`src/rtl/pdma_pkg.sv`:
```
package pdma_pkg;
  localparam int REG_AW = 10;
  localparam int DW     = 32;

  localparam logic [1:0] W_ZERO  = 2'd0;
  localparam logic [1:0] W_CTRL  = 2'd1;
  localparam logic [1:0] W_COUNT = 2'd2;
  localparam logic [1:0] W_ADDR  = 2'd3;

  localparam logic [7:0] G_BASE  = 8'h00;
  localparam logic [7:0] G_LIMIT = 8'h08;
  localparam logic [7:0] G_ERR   = 8'h10;

  localparam int B_EN   = 0;
  localparam int B_DIR  = 1;
  localparam int B_TC   = 8;
  localparam int B_MERR = 9;
  localparam int B_AERR = 10;

  localparam logic [31:0] ENTRY_MASK = 32'h7FFF_FFFF;

  typedef enum logic [2:0] {
    S_IDLE, S_CHECK, S_ENT0, S_ENT1, S_GETW, S_MEM, S_PUT, S_DONE
  } pdma_state_e;
endpackage

```
`src/rtl/pdma_regs.sv`:
```
module pdma_regs import pdma_pkg::*; #(
  parameter int NCH = 4,
  parameter int CW  = 2
) (
  input  logic              clk,
  input  logic              rst_n,
  input  logic              reg_we,
  input  logic [REG_AW-1:0] reg_addr,
  input  logic [DW-1:0]     reg_wdata,
  output logic [DW-1:0]     reg_rdata,
  output logic [DW-1:0]     tbl_base,
  output logic [DW-1:0]     tbl_limit,
  output logic [NCH-1:0]    ch_en,
  output logic [NCH-1:0]    ch_dir,
  output logic [DW-1:0]     ch_count [NCH],
  output logic [DW-1:0]     ch_addr  [NCH],
  input  logic              st_valid,
  input  logic [CW-1:0]     st_chan,
  input  logic              err_valid,
  input  logic              done_valid,
  input  logic [CW-1:0]     done_chan,
  input  logic [DW-1:0]     done_moved
);
  logic          aligned, is_ch, is_glb;
  logic [2:0]    sel_chan;
  logic [1:0]    sel_word;
  logic [DW-1:0] ctrl_v [NCH];
  logic [NCH-1:0] err_q;

  assign aligned  = (reg_addr[2:0] == 3'd0);
  assign is_ch    = aligned && (reg_addr[9:8] == 2'b01);
  assign is_glb   = aligned && (reg_addr[9:8] == 2'b00);
  assign sel_chan = reg_addr[7:5];
  assign sel_word = reg_addr[4:3];

  always_ff @(posedge clk or negedge rst_n) begin
    if (!rst_n) begin
      tbl_base  <= '0;
      tbl_limit <= '0;
    end else if (reg_we && is_glb) begin
      if (reg_addr[7:0] == G_BASE)  tbl_base  <= reg_wdata;
      if (reg_addr[7:0] == G_LIMIT) tbl_limit <= reg_wdata;
    end
  end

  always_ff @(posedge clk or negedge rst_n) begin
    if (!rst_n) begin
      err_q <= '0;
    end else begin
      if (reg_we && is_glb && reg_addr[7:0] == G_ERR)
        err_q <= err_q & ~reg_wdata[NCH-1:0];
      if (err_valid)
        err_q[st_chan] <= 1'b1;
    end
  end

  for (genvar c = 0; c < NCH; c++) begin : g_ch
    logic          hit;
    logic [DW-1:0] ctrl_q, count_q, addr_q;
    assign hit = reg_we && is_ch && (sel_chan == 3'(c));

    always_ff @(posedge clk or negedge rst_n) begin
      if (!rst_n) begin
        ctrl_q  <= '0;
        count_q <= '0;
        addr_q  <= '0;
      end else begin
        if (hit && sel_word == W_CTRL)  ctrl_q  <= reg_wdata;
        if (hit && sel_word == W_COUNT) count_q <= reg_wdata;
        if (hit && sel_word == W_ADDR)  addr_q  <= reg_wdata;
        if (st_valid && st_chan == CW'(c)) begin
          ctrl_q[B_AERR:B_TC] <= 3'b000;
          if (err_valid) ctrl_q[B_MERR] <= 1'b1;
        end
        if (done_valid && done_chan == CW'(c)) begin
          ctrl_q[B_TC] <= 1'b1;
          count_q      <= count_q - done_moved;
        end
      end
    end

    assign ctrl_v[c]   = ctrl_q;
    assign ch_en[c]    = ctrl_q[B_EN];
    assign ch_dir[c]   = ctrl_q[B_DIR];
    assign ch_count[c] = count_q;
    assign ch_addr[c]  = addr_q;

    // without a software write the count can only shrink
    assert_count_down_R5: assert property (@(posedge clk) disable iff (!rst_n)
      !(hit && sel_word == W_COUNT) |=> (count_q <= $past(count_q)));
  end

  always_comb begin
    reg_rdata = '0;
    if (is_glb) begin
      case (reg_addr[7:0])
        G_BASE:  reg_rdata = tbl_base;
        G_LIMIT: reg_rdata = tbl_limit;
        G_ERR:   reg_rdata = DW'(err_q);
        default: reg_rdata = '0;
      endcase
    end else if (is_ch && sel_chan < 3'(NCH)) begin
      case (sel_word)
        W_CTRL:  reg_rdata = ctrl_v[sel_chan[CW-1:0]];
        W_COUNT: reg_rdata = ch_count[sel_chan[CW-1:0]];
        W_ADDR:  reg_rdata = ch_addr[sel_chan[CW-1:0]];
        default: reg_rdata = '0;
      endcase
    end
  end

  // error bits only clear through a register write
  assert_err_sticky_R13: assert property (@(posedge clk) disable iff (!rst_n)
    !reg_we |=> (($past(err_q) & ~err_q) == '0));
endmodule

```
`src/rtl/pdma_xlate.sv`:
```
module pdma_xlate import pdma_pkg::*; #(
  parameter int PAGE_BITS = 12
) (
  input  logic [DW-1:0] laddr,
  input  logic [DW-1:0] tbl_base,
  input  logic [DW-1:0] tbl_limit,
  input  logic [DW-1:0] frame,
  output logic          over_limit,
  output logic          last_in_page,
  output logic [DW-1:0] entry_addr,
  output logic [DW-1:0] owner_addr,
  output logic [DW-1:0] phys_addr
);
  localparam logic [DW-1:0] OFS_MASK = DW'((64'd1 << PAGE_BITS) - 1);

  logic [DW-1:0] page_idx, n_entries, raw;

  always_comb begin
    page_idx     = laddr >> PAGE_BITS;
    n_entries    = tbl_limit >> 3;
    over_limit   = (page_idx >= n_entries);
    raw          = tbl_base + (page_idx << 3);
    entry_addr   = raw & ENTRY_MASK;
    owner_addr   = (raw + 32'd4) & ENTRY_MASK;
    phys_addr    = frame + (laddr & OFS_MASK);
    last_in_page = &laddr[PAGE_BITS-1:2];
  end
endmodule

```
`src/rtl/pdma_ctrl.sv`:
```
module pdma_ctrl import pdma_pkg::*; #(
  parameter int NCH = 4,
  parameter int CW  = 2
) (
  input  logic           clk,
  input  logic           rst_n,
  input  logic           req_valid,
  output logic           req_ready,
  input  logic [CW-1:0]  req_chan,
  input  logic           req_to_dev,
  input  logic [DW-1:0]  req_len,
  input  logic [NCH-1:0] ch_en,
  input  logic [NCH-1:0] ch_dir,
  input  logic [DW-1:0]  ch_count [NCH],
  input  logic [DW-1:0]  ch_addr  [NCH],
  output logic [DW-1:0]  cur_laddr,
  output logic [DW-1:0]  cur_frame,
  input  logic           over_limit,
  input  logic           last_in_page,
  input  logic [DW-1:0]  entry_addr,
  input  logic [DW-1:0]  owner_addr,
  input  logic [DW-1:0]  phys_addr,
  output logic           st_valid,
  output logic [CW-1:0]  st_chan,
  output logic           err_valid,
  output logic           done_valid,
  output logic [CW-1:0]  done_chan,
  output logic [DW-1:0]  done_moved,
  input  logic           in_valid,
  output logic           in_ready,
  input  logic [DW-1:0]  in_data,
  output logic           out_valid,
  input  logic           out_ready,
  output logic [DW-1:0]  out_data,
  output logic           mem_req,
  output logic           mem_we,
  output logic [DW-1:0]  mem_addr,
  output logic [DW-1:0]  mem_wdata,
  input  logic           mem_gnt,
  input  logic [DW-1:0]  mem_rdata,
  output logic           busy
);
  pdma_state_e   st;
  logic [CW-1:0] chan_q;
  logic          dir_q;
  logic [DW-1:0] remain_q, moved_q, laddr_q, frame_q, buf_q;
  logic          fire, chan_ok, word_done;
  logic [DW-1:0] len_w, cnt_w, eff_len;

  always_comb begin
    req_ready  = (st == S_IDLE);
    fire       = req_valid && req_ready;
    chan_ok    = ch_en[req_chan] && (ch_dir[req_chan] == req_to_dev);
    len_w      = req_len & ~DW'(3);
    cnt_w      = ch_count[req_chan] & ~DW'(3);
    eff_len    = (len_w < cnt_w) ? len_w : cnt_w;
    st_valid   = fire;
    st_chan    = req_chan;
    err_valid  = fire && !chan_ok;
    done_valid = (st == S_DONE);
    done_chan  = chan_q;
    done_moved = moved_q;
    in_ready   = (st == S_GETW);
    out_valid  = (st == S_PUT);
    out_data   = buf_q;
    mem_req    = (st == S_ENT0) || (st == S_ENT1) || (st == S_MEM);
    mem_we     = (st == S_MEM) && !dir_q;
    mem_wdata  = buf_q;
    case (st)
      S_ENT0:  mem_addr = entry_addr;
      S_ENT1:  mem_addr = owner_addr;
      default: mem_addr = phys_addr;
    endcase
    busy       = (st != S_IDLE);
    word_done  = (st == S_MEM && mem_gnt && !dir_q) || (st == S_PUT && out_ready);
    cur_laddr  = laddr_q;
    cur_frame  = frame_q;
  end

  always_ff @(posedge clk or negedge rst_n) begin
    if (!rst_n) begin
      st       <= S_IDLE;
      chan_q   <= '0;
      dir_q    <= 1'b0;
      remain_q <= '0;
      moved_q  <= '0;
      laddr_q  <= '0;
      frame_q  <= '0;
      buf_q    <= '0;
    end else begin
      case (st)
        S_IDLE: if (fire && chan_ok) begin
          chan_q   <= req_chan;
          dir_q    <= req_to_dev;
          remain_q <= eff_len;
          moved_q  <= '0;
          laddr_q  <= ch_addr[req_chan] & ~DW'(3);
          st       <= (eff_len == '0) ? S_DONE : S_CHECK;
        end
        S_CHECK: st <= over_limit ? S_DONE : S_ENT0;
        S_ENT0: if (mem_gnt) begin
          frame_q <= mem_rdata;
          st      <= S_ENT1;
        end
        S_ENT1: if (mem_gnt) st <= dir_q ? S_MEM : S_GETW;
        S_GETW: if (in_valid) begin
          buf_q <= in_data;
          st    <= S_MEM;
        end
        S_MEM: if (mem_gnt && dir_q) begin
          buf_q <= mem_rdata;
          st    <= S_PUT;
        end
        S_DONE: st <= S_IDLE;
        default: ;
      endcase
      if (word_done) begin
        laddr_q  <= laddr_q + DW'(4);
        remain_q <= remain_q - DW'(4);
        moved_q  <= moved_q + DW'(4);
        if (remain_q == DW'(4))  st <= S_DONE;
        else if (last_in_page)   st <= S_CHECK;
        else                     st <= dir_q ? S_MEM : S_GETW;
      end
    end
  end

  // an access is held until granted
  assert_mem_hold_R12: assert property (@(posedge clk) disable iff (!rst_n)
    mem_req && !mem_gnt |=> mem_req && $stable(mem_addr) && $stable(mem_we) && $stable(mem_wdata));
  // output word held under back-pressure
  assert_out_hold_R10: assert property (@(posedge clk) disable iff (!rst_n)
    out_valid && !out_ready |=> out_valid && $stable(out_data));
  // table reads never reach above the 31-bit window
  assert_entry_mask_R6: assert property (@(posedge clk) disable iff (!rst_n)
    mem_req && (st == S_ENT0 || st == S_ENT1) |-> !mem_addr[31]);
  // a rejected request leaves the engine idle with no access
  assert_err_idle_R4: assert property (@(posedge clk) disable iff (!rst_n)
    err_valid |=> !busy && !mem_req);
  // a page past the limit is never touched
  assert_limit_stop_R9: assert property (@(posedge clk) disable iff (!rst_n)
    (st == S_CHECK) && over_limit |=> !mem_req && done_valid);
endmodule

```
`src/rtl/paged_dma.sv`:
```
module paged_dma import pdma_pkg::*; #(
  parameter int NCH       = 4,
  parameter int PAGE_BITS = 12,
  localparam int CW       = (NCH > 1) ? $clog2(NCH) : 1
) (
  input  logic              clk,
  input  logic              rst_n,
  input  logic              reg_we,
  input  logic [REG_AW-1:0] reg_addr,
  input  logic [DW-1:0]     reg_wdata,
  output logic [DW-1:0]     reg_rdata,
  input  logic              req_valid,
  output logic              req_ready,
  input  logic [CW-1:0]     req_chan,
  input  logic              req_to_dev,
  input  logic [DW-1:0]     req_len,
  input  logic              in_valid,
  output logic              in_ready,
  input  logic [DW-1:0]     in_data,
  output logic              out_valid,
  input  logic              out_ready,
  output logic [DW-1:0]     out_data,
  output logic              mem_req,
  output logic              mem_we,
  output logic [DW-1:0]     mem_addr,
  output logic [DW-1:0]     mem_wdata,
  input  logic              mem_gnt,
  input  logic [DW-1:0]     mem_rdata,
  output logic              busy
);
  logic [DW-1:0]  tbl_base, tbl_limit;
  logic [NCH-1:0] ch_en, ch_dir;
  logic [DW-1:0]  ch_count [NCH];
  logic [DW-1:0]  ch_addr  [NCH];
  logic           st_valid, err_valid, done_valid;
  logic [CW-1:0]  st_chan, done_chan;
  logic [DW-1:0]  done_moved, cur_laddr, cur_frame;
  logic           over_limit, last_in_page;
  logic [DW-1:0]  entry_addr, owner_addr, phys_addr;

  pdma_regs #(.NCH(NCH), .CW(CW)) u_regs (
    .clk(clk), .rst_n(rst_n), .reg_we(reg_we), .reg_addr(reg_addr),
    .reg_wdata(reg_wdata), .reg_rdata(reg_rdata),
    .tbl_base(tbl_base), .tbl_limit(tbl_limit),
    .ch_en(ch_en), .ch_dir(ch_dir), .ch_count(ch_count), .ch_addr(ch_addr),
    .st_valid(st_valid), .st_chan(st_chan), .err_valid(err_valid),
    .done_valid(done_valid), .done_chan(done_chan), .done_moved(done_moved)
  );

  pdma_xlate #(.PAGE_BITS(PAGE_BITS)) u_xlate (
    .laddr(cur_laddr), .tbl_base(tbl_base), .tbl_limit(tbl_limit),
    .frame(cur_frame), .over_limit(over_limit), .last_in_page(last_in_page),
    .entry_addr(entry_addr), .owner_addr(owner_addr), .phys_addr(phys_addr)
  );

  pdma_ctrl #(.NCH(NCH), .CW(CW)) u_ctrl (
    .clk(clk), .rst_n(rst_n),
    .req_valid(req_valid), .req_ready(req_ready), .req_chan(req_chan),
    .req_to_dev(req_to_dev), .req_len(req_len),
    .ch_en(ch_en), .ch_dir(ch_dir), .ch_count(ch_count), .ch_addr(ch_addr),
    .cur_laddr(cur_laddr), .cur_frame(cur_frame),
    .over_limit(over_limit), .last_in_page(last_in_page),
    .entry_addr(entry_addr), .owner_addr(owner_addr), .phys_addr(phys_addr),
    .st_valid(st_valid), .st_chan(st_chan), .err_valid(err_valid),
    .done_valid(done_valid), .done_chan(done_chan), .done_moved(done_moved),
    .in_valid(in_valid), .in_ready(in_ready), .in_data(in_data),
    .out_valid(out_valid), .out_ready(out_ready), .out_data(out_data),
    .mem_req(mem_req), .mem_we(mem_we), .mem_addr(mem_addr),
    .mem_wdata(mem_wdata), .mem_gnt(mem_gnt), .mem_rdata(mem_rdata),
    .busy(busy)
  );
endmodule

```
`config.mk`:
```
export PLATFORM = sky130hd
export DESIGN_NAME = paged_dma
export DESIGN_NICKNAME = d
export VERILOG_FILES = /design/src/rtl/pdma_pkg.sv /design/src/rtl/pdma_regs.sv /design/src/rtl/pdma_xlate.sv /design/src/rtl/pdma_ctrl.sv /design/src/rtl/paged_dma.sv
export SDC_FILE = /design/constraint.sdc
export NUM_CORES = 2
export LEC_CHECK = 0
export BUFFER_PORTS_ARGS = -buffer_cell sky130_fd_sc_hd__buf_2
export CAP_MARGIN = 20
export CORE_MARGIN = 2
export CORE_UTILIZATION = 44
export CTS_CLUSTER_SIZE = 28
export DETAILED_ROUTE_END_ITERATION = 6
export GPL_TIMING_DRIVEN = 0
export PLACE_DENSITY_LB_ADDON = 0.08
export SYNTH_ARGS = -nofsm -noshare
export SYNTH_HDL_FRONTEND = slang
export SYNTH_SLANG_ARGS = --single-unit
```
`constraint.sdc`:
```
create_clock -name clk -period 4.88 [get_ports clk]
set_clock_uncertainty 0.1 [all_clocks]
set_input_delay 0.488 -clock clk [delete_from_list [all_inputs] [get_ports clk]]
set_output_delay 0.488 -clock clk [all_outputs]
set_load 0.01 [all_outputs]
```
* Yosys cells after proc, flatten, opt, wreduce, memory -nomap -nowiden
Cells that the tools add are included.
** Storage, ports and cells
- Output and inout port bits :: 134
- Register bits after elaboration :: 618
- Bits of input ports :: 148
** Cells by class
- Magnitude comparators :: 7
- $add $sub $neg :: 10
- Reduce and logical (&&, ||, !) cells :: 78
- Bitwise gates (word level) :: 5
- Multiplexer cells :: 74
- Equal/unequal tests :: 31
** Operators by type and width (number)
- $mux 32 :: 32
- $bmux 32 s2 :: 5
- $pmux 32 s3 :: 2
- $pmux 32 s2 :: 2
- $sub 32x32->32 :: 4
- $add 32x3->32 const B :: 2
- $mux 11 :: 4
- $mux 3 :: 14
- $logic_and 1x1->1 :: 40
- $add 32x12->32 :: 1
- $eq 32x3->1 const B :: 1
- $logic_not 32->1 :: 1
- $lt 32x32->1 :: 1
- $sub 32x3->32 const B :: 1
- $add 31x23->31 :: 1
- $add 31x3->31 const B :: 1
- $ge 20x29->1 :: 1
- $reduce_bool 2->1 :: 11
- $pmux 3 s7 :: 1
- $reduce_bool 3->1 :: 5
- $eq 2x2->1 const B :: 6
- $eq 3x2->1 const B :: 4
- $eq 3x3->1 const B :: 4
- $ne 3x2->1 const B :: 4
- 29 further kinds :: 57

* Depth between registers and ports, before layout
- Depth in word-level cells :: 11
- Gate-level depth with buffers :: 18
- Mapped depth without buffers :: 13

* By module
From an unflattened synthesis, not the netlist that was laid out.
** Second synthesis, totals
- Cell total of the unflattened synthesis :: 4349
- Area total of the unflattened synthesis :: 43601.8 um^2
** By module, submodules not included
- pdma_regs :: instances 1, cells an instance 2672, area an instance 28637.5 um^2
- pdma_ctrl :: instances 1, cells an instance 1151, area an instance 11358.4 um^2
- pdma_xlate :: instances 1, cells an instance 526, area an instance 3606.0 um^2

* Worst setup path before layout
OpenSTA, ideal clock, no wires.
- Path type :: input-to-reg
- Start point :: input port req_chan[0]
- End point :: register u_ctrl.remain_q[10]
- Setup slack :: 0.174 ns
- Library setup time :: 0.134 ns
- Path buffers :: 5
- Arrival :: 4.473 ns
- Stages :: 18
- Path through :: clkbuf_1 -> buf_1 -> buf_2 -> mux4_2 -> inv_1 -> ha_1 -> a21oi_1 -> nor2_1 -> a211o_1 -> a211oi_1 -> or3_1 -> a31oi_1 -> o22ai_1 -> clkbuf_1 -> buf_1 -> nor2_1 -> a21oi_1 -> o21ai_0
** On the way
- Cells in the longest elaborated chain, start to end :: 9
- Elaborated cells on any way between the ends :: 18
- Classes of those cells :: 1 x order compare; 1 x eq/ne; 11 x mux; 1 x bitwise; 4 x reduce/logical
** RTL lines
- start, declared :: line paged_dma.sv:14 : input logic [CW-1:0] req_chan,
- $not 2->3 (implied by the code) :: line pdma_ctrl.sv:55 : cnt_w = ch_count[req_chan] & ~DW'(3);
- $bmux 32 s2 :: line pdma_ctrl.sv:55
- $mux 32 (implied by the code) (2 in a row) :: line pdma_ctrl.sv:55
- $lt 32x32->1 :: line pdma_ctrl.sv:56 : eff_len = (len_w < cnt_w) ? len_w : cnt_w;
- $mux 32 :: line pdma_ctrl.sv:56
- $mux 32 :: line pdma_ctrl.sv:92 : S_IDLE: if (fire && chan_ok) begin
- $mux 32 :: line pdma_ctrl.sv:91 : case (st)
- $mux 32 :: line pdma_ctrl.sv:117 : if (word_done) begin
- end signal, assigned :: line pdma_ctrl.sv:95 : remain_q <= eff_len;
- end signal, assigned :: line pdma_ctrl.sv:119 : remain_q <= remain_q - DW'(4);
- end, declared :: line pdma_ctrl.sv:46 : logic [DW-1:0] remain_q, moved_q, laddr_q, frame_q, buf_q;
Several ways; a longest one is shown, not always the timed one. The select of a mux whose other input is x is not followed.
A chain may end at the register's enable or synchronous reset.

* Final worst setup path
- Start point :: register u_ctrl.laddr_q[12], in the netlist u_ctrl.cur_laddr[12]
- End point :: output port mem_addr[24]
** On the way
- Cells in the longest elaborated chain, start to end :: 3
** RTL lines
- start, declared :: line pdma_ctrl.sv:46
- start signal, assigned :: line pdma_ctrl.sv:97 : laddr_q <= ch_addr[req_chan] & ~DW'(3);
- start signal, assigned :: line pdma_ctrl.sv:118 : laddr_q <= laddr_q + DW'(4);
- $add 31x23->31 * :: line pdma_xlate.sv:22 : raw = tbl_base + (page_idx << 3);
- $add 31x3->31 :: line pdma_xlate.sv:24 : owner_addr = (raw + 32'd4) & ENTRY_MASK;
- $pmux 32 s2 * :: line pdma_ctrl.sv:69 : case (st)
- end, declared :: line paged_dma.sv:25 : output logic [DW-1:0] mem_addr,
Mark *: on every way between the ends. The rest lies on a longest branch, timed or not.

==> results.py <==
metrics = {
    "clock_tree": {
        "cts_buffers": 77,
        "cts_sinks": 612,
        "clockBufferDepth": 3,
        "clockRootBuffer": "clkbuf_16",
        "htreeDepth": 3,
        "path_clk_slew_ps": 60,
        "insertion_delay_ps": 660,
        "cts_tree": "yes",
    },
    "yosys": {
        "synth_ff_type": "dfrtp_1",
        "synth.area.top_cells": "dfrtp_1 (37%), mux2_2 (9.5%), mux4_2 (8.6%)",
        "synth_seq_area_share_pct": 37.16,
        "syn_inst": 4127,
        "netlist_area_sq_mm": 0.04122,
        "yosys_warnings": 0,
        "yosys.area.top_type": "dfrtp_1",
        "async_reset_ff_share_pct": 100.0,
        "synth_edf_count": 0,
        "ys_seq_elements": 612,
        "netlist.area_leader.share_pct": 37.16,
        "ys_types": 91,
        "avgSynthCellArea_sq_um": 9.987,
    },
    "final_layout": {
        "multi_input_area_sq_mm": 0.02477,
        "nets": 4928,
        "drive_above_1_share_pct": 23.98,
        "fill_cells": 8729,
        "register_area_sq_mm": 0.01533,
        "area_delta_synth_final_pct": 17.06,
    },
    "sta": {
        "whs_ps": 38.59,
        "setup_viol": 6,
        "finalHoldViolations": 0,
        "clock.fmax_mhz": 199.0,
        "maxSlewViolCount": 0,
        "period_share_pct": 103.0,
        "min_period_ps": 5024,
        "relSlewSlack_pct": 19.72,
        "tightest_slew_ps": 1204,
        "rsz0062_at_grt": "yes",
        "setup_slack_ps": -144.1,
    },
    "grt": {
        "grt_pass1_wl_mm": 220.8,
        "grt_usage_pct": 31.09,
        "grt_max_degree": 115,
        "grt_pass1_vias": 34240,
        "antenna_found_initial": 4,
        "overflow": 0,
    },
    "floorplanning": {
        "fp.dieW_um": 310.1,
        "start_util_pct": 44.29,
        "die_area_sq_mm": 0.09614,
        "coreArea_sq_mm": 0.09305,
        "ios": 282,
        "die_h_um": 310.1,
        "rows": 112,
    },
    "detailed_routing": {
        "viasPerCell": 6.001,
        "routedWlPerCell_um": 25.55,
        "drt_wl_total_mm": 150.4,
        "drcViolationCount": 0,
        "route.vias.total": 35310,
        "dr.pass1.iters": 6,
        "antenna_left": 0,
        "first_iter_violations": 3010,
    },
    "critical_path": {
        "slowest_delay_ps": 520,
        "critPathRequiredTime_ps": 4290,
        "critical_path_class": "reg2out",
        "cp_data_arrival_time_ps": 4440,
        "slowest_stage": "or4_4",
        "path_depth": 13,
        "cp_max_fo": 3,
        "endpoint_kind": "output pin",
        "cp_num_buf_inv": 1,
        "crit_chain": "ha_4 > fa_2 > a211oi_4 > o21ai_2 > nor3b_4 > o21bai_4 > o211a_4 > mux2_4 > or4_4 > or4_4 > and4_4 > nor3_4 > buf_2",
        "startpoint_type": "flip-flop",
        "cp_common_cell": "or4_4",
        "reg2regPathDepth": 8,
        "crit_family": "simple AND/OR/NAND/NOR gates",
    },
    "worst_hold_path": {
        "hold_class": "in2reg",
        "min_delay_path_depth": 3,
    },
    "power": {
        "pwr-share-seq_pct": 32.9,
        "power_density_mw_per_mm2": 406.2,
        "combPwrFrac_pct": 37.0,
        "intPower_mw": 12.29,
        "power_leakage_nw": 21.34,
        "finalPower_mw": 19.60,
        "netSwitchingPower_mw": 7.305,
        "switching_share_pct": 37.27,
        "p_clk_share_pct": 30.2,
        "ir_drop_mv": 0.2288,
    },
    "run_status": {
        "violations": "negative setup slack",
        "status": "finished, violations left",
    },
    "place": {
        "gp_congestion": 0.9516,
        "dp_hpwl_mm": 118.6,
        "port_buffers": 276,
    },
    "flow_run": {
        "drv_cap": 0,
    },
}
## cells in the final DEF (no fill, tap or decap), types with 16 or more instances in the layout
cell and instances:
a211oi_1 27, a21o_1 66, a21oi_1 243, a22oi_1 63
a31oi_1 39, and3_1 39, buf_1 46, buf_2 277
buf_4 66, clkbuf_1 197, clkbuf_16 79, clkbuf_8 17
dfrtp_1 602, dlygate4sd3_1 33, ha_1 199, inv_1 136
mux2_2 347, mux2i_1 127, mux4_2 158, nand2_1 437
nand2b_1 37, nand3_1 105, nand4_1 45, nor2_1 226
nor2b_1 37, nor3_1 54, nor4_1 35, o211ai_1 28
o21a_1 35, o21ai_0 237, o21bai_1 19, o22ai_1 47
o311ai_0 16, o31ai_1 17, or3_1 32, xnor2_1 101
xor2_1 61
## cell type report
cell class              count  share of cell area [%]
multi-input cells        3113                   51.35
flip-flops and latches    612                   31.77
repair buffers            363                   4.839
clock buffers             111                   4.699
well taps                1254                   3.252
plain buffers             268                   2.407
inverters                 136                   1.058
clock inverters            26                  0.6224
diodes                      2                 0.01037
## flip-flops by register name, summed over array words and instances, names as in the netlist
register / flops
u_ctrl.remain_q: 30
u_regs.g_ch.addr_q: 128
u_ctrl.dir_q: 1
u_regs.g_ch.count_q: 128
u_regs.tbl_base: 32
u_ctrl.done_moved: 30
u_regs.err_q: 4
u_ctrl.cur_laddr: 30
u_regs.g_ch.ctrl_q: 128
u_ctrl.mem_wdata: 32
u_ctrl.st: 3
u_ctrl.cur_frame: 32
u_ctrl.done_chan: 2
u_regs.tbl_limit: 32
## power groups by stage
stage	Clock [mW]	Sequential (mW)	Combinational [mW]
after floorplan	0	6.35	4.73
after global placement	0	6.48	6.96
after detailed placement	0	6.50	7.07
after CTS	5.99	6.42	7.17
after global routing	6.17	6.53	7.98
final	5.91	6.44	7.24
## Yosys cell counts (39+ instances only)
cell type / count
and3_1: 40
inv_1: 136
a31oi_1: 41
nor2_1: 229
nand4_1: 45
mux2_2: 348
a21oi_1: 247
xor2_1: 65
mux4_2: 158
nor4_1: 39
o21ai_0: 242
mux2i_1: 127
nand3_1: 105
dfrtp_1: 612
nor3_1: 62
a21o_1: 66
xnor2_1: 103
clkbuf_1: 187
buf_1: 51
nand2_1: 437
o22ai_1: 50
ha_1: 208
a22oi_1: 63
## final timing paths
path	end	from	slack, ps
max in group asynchronous	u_regs.g_ch[1].count_q[29]	rst_n	2500
hold reg to reg	u_regs.g_ch[2].ctrl_q[24]	u_regs.g_ch[2].ctrl_q[24]	370
min in group asynchronous	u_ctrl.mem_wdata[3]	rst_n	350
setup / recovery	mem_addr[24]	u_ctrl.cur_laddr[12]	-140
setup reg to reg	u_ctrl.remain_q[2]	u_ctrl.st[0]	260
hold / removal	u_ctrl.mem_wdata[23]	in_data[23]	40
## per-stage QoR
step / instance area [sq um] / TNS, ps / util (%) / std cells / worst slack (ps)
global placement: 44190 / -6493790 / 47.49 / 5663 / -10610
detailed placement: 44550 / -44400 / 47.88 / 5681 / -1468
global route: 48240 / -1327 / 51.85 / 5883 / -285.3
CTS: 48010 / -695.2 / 51.60 / 5871 / -176.9
finish: 48250 / -376.0 / 51.85 / 5885 / -144.1
floorplan: 41240 / 0 / - / 4133 / 173.6
## per-layer routing
metal,routed length [um],vias up,part of all wire (%),track usage [%]
met1,62950,17610,42,40.51
met2,70330,1235,47,51.47
li1,-,16150,-,-
met3,8874,324,5.9,4.039
met4,8181,2,5.4,14.59
met5,15,-,0.010,0
## worst register-to-register path: stages (launching register included)
cell and delay [ps]:
dfrtp_1 520, clkbuf_1 630, nor3_2 230, buf_6 230
and2_1 200, nand3_1 630, clkbuf_1 810, clkbuf_1 850
o21ai_0 230
## timing repair
item	4_1_cts	5_1_grt
hold buffers	33	0
setup endpoints to repair	68	23
endpoints found under the hold margin	119	0
cloned	0	1
resized for setup	82	34
pin swaps	21	21
setup buffers	24	11
## kinds of logic after synthesis
kind of cell	synth area share [%]
AOI/OAI and AO/OA	14.63
xor gates and xnor gates	3.570
adders and majority gates	6.363
buffers and inverters	4.025
DFF	37.16
muxes	21.23
other	0.01822
and+or+nand+nor	13.01
Power figures use the tool's default switching activity.
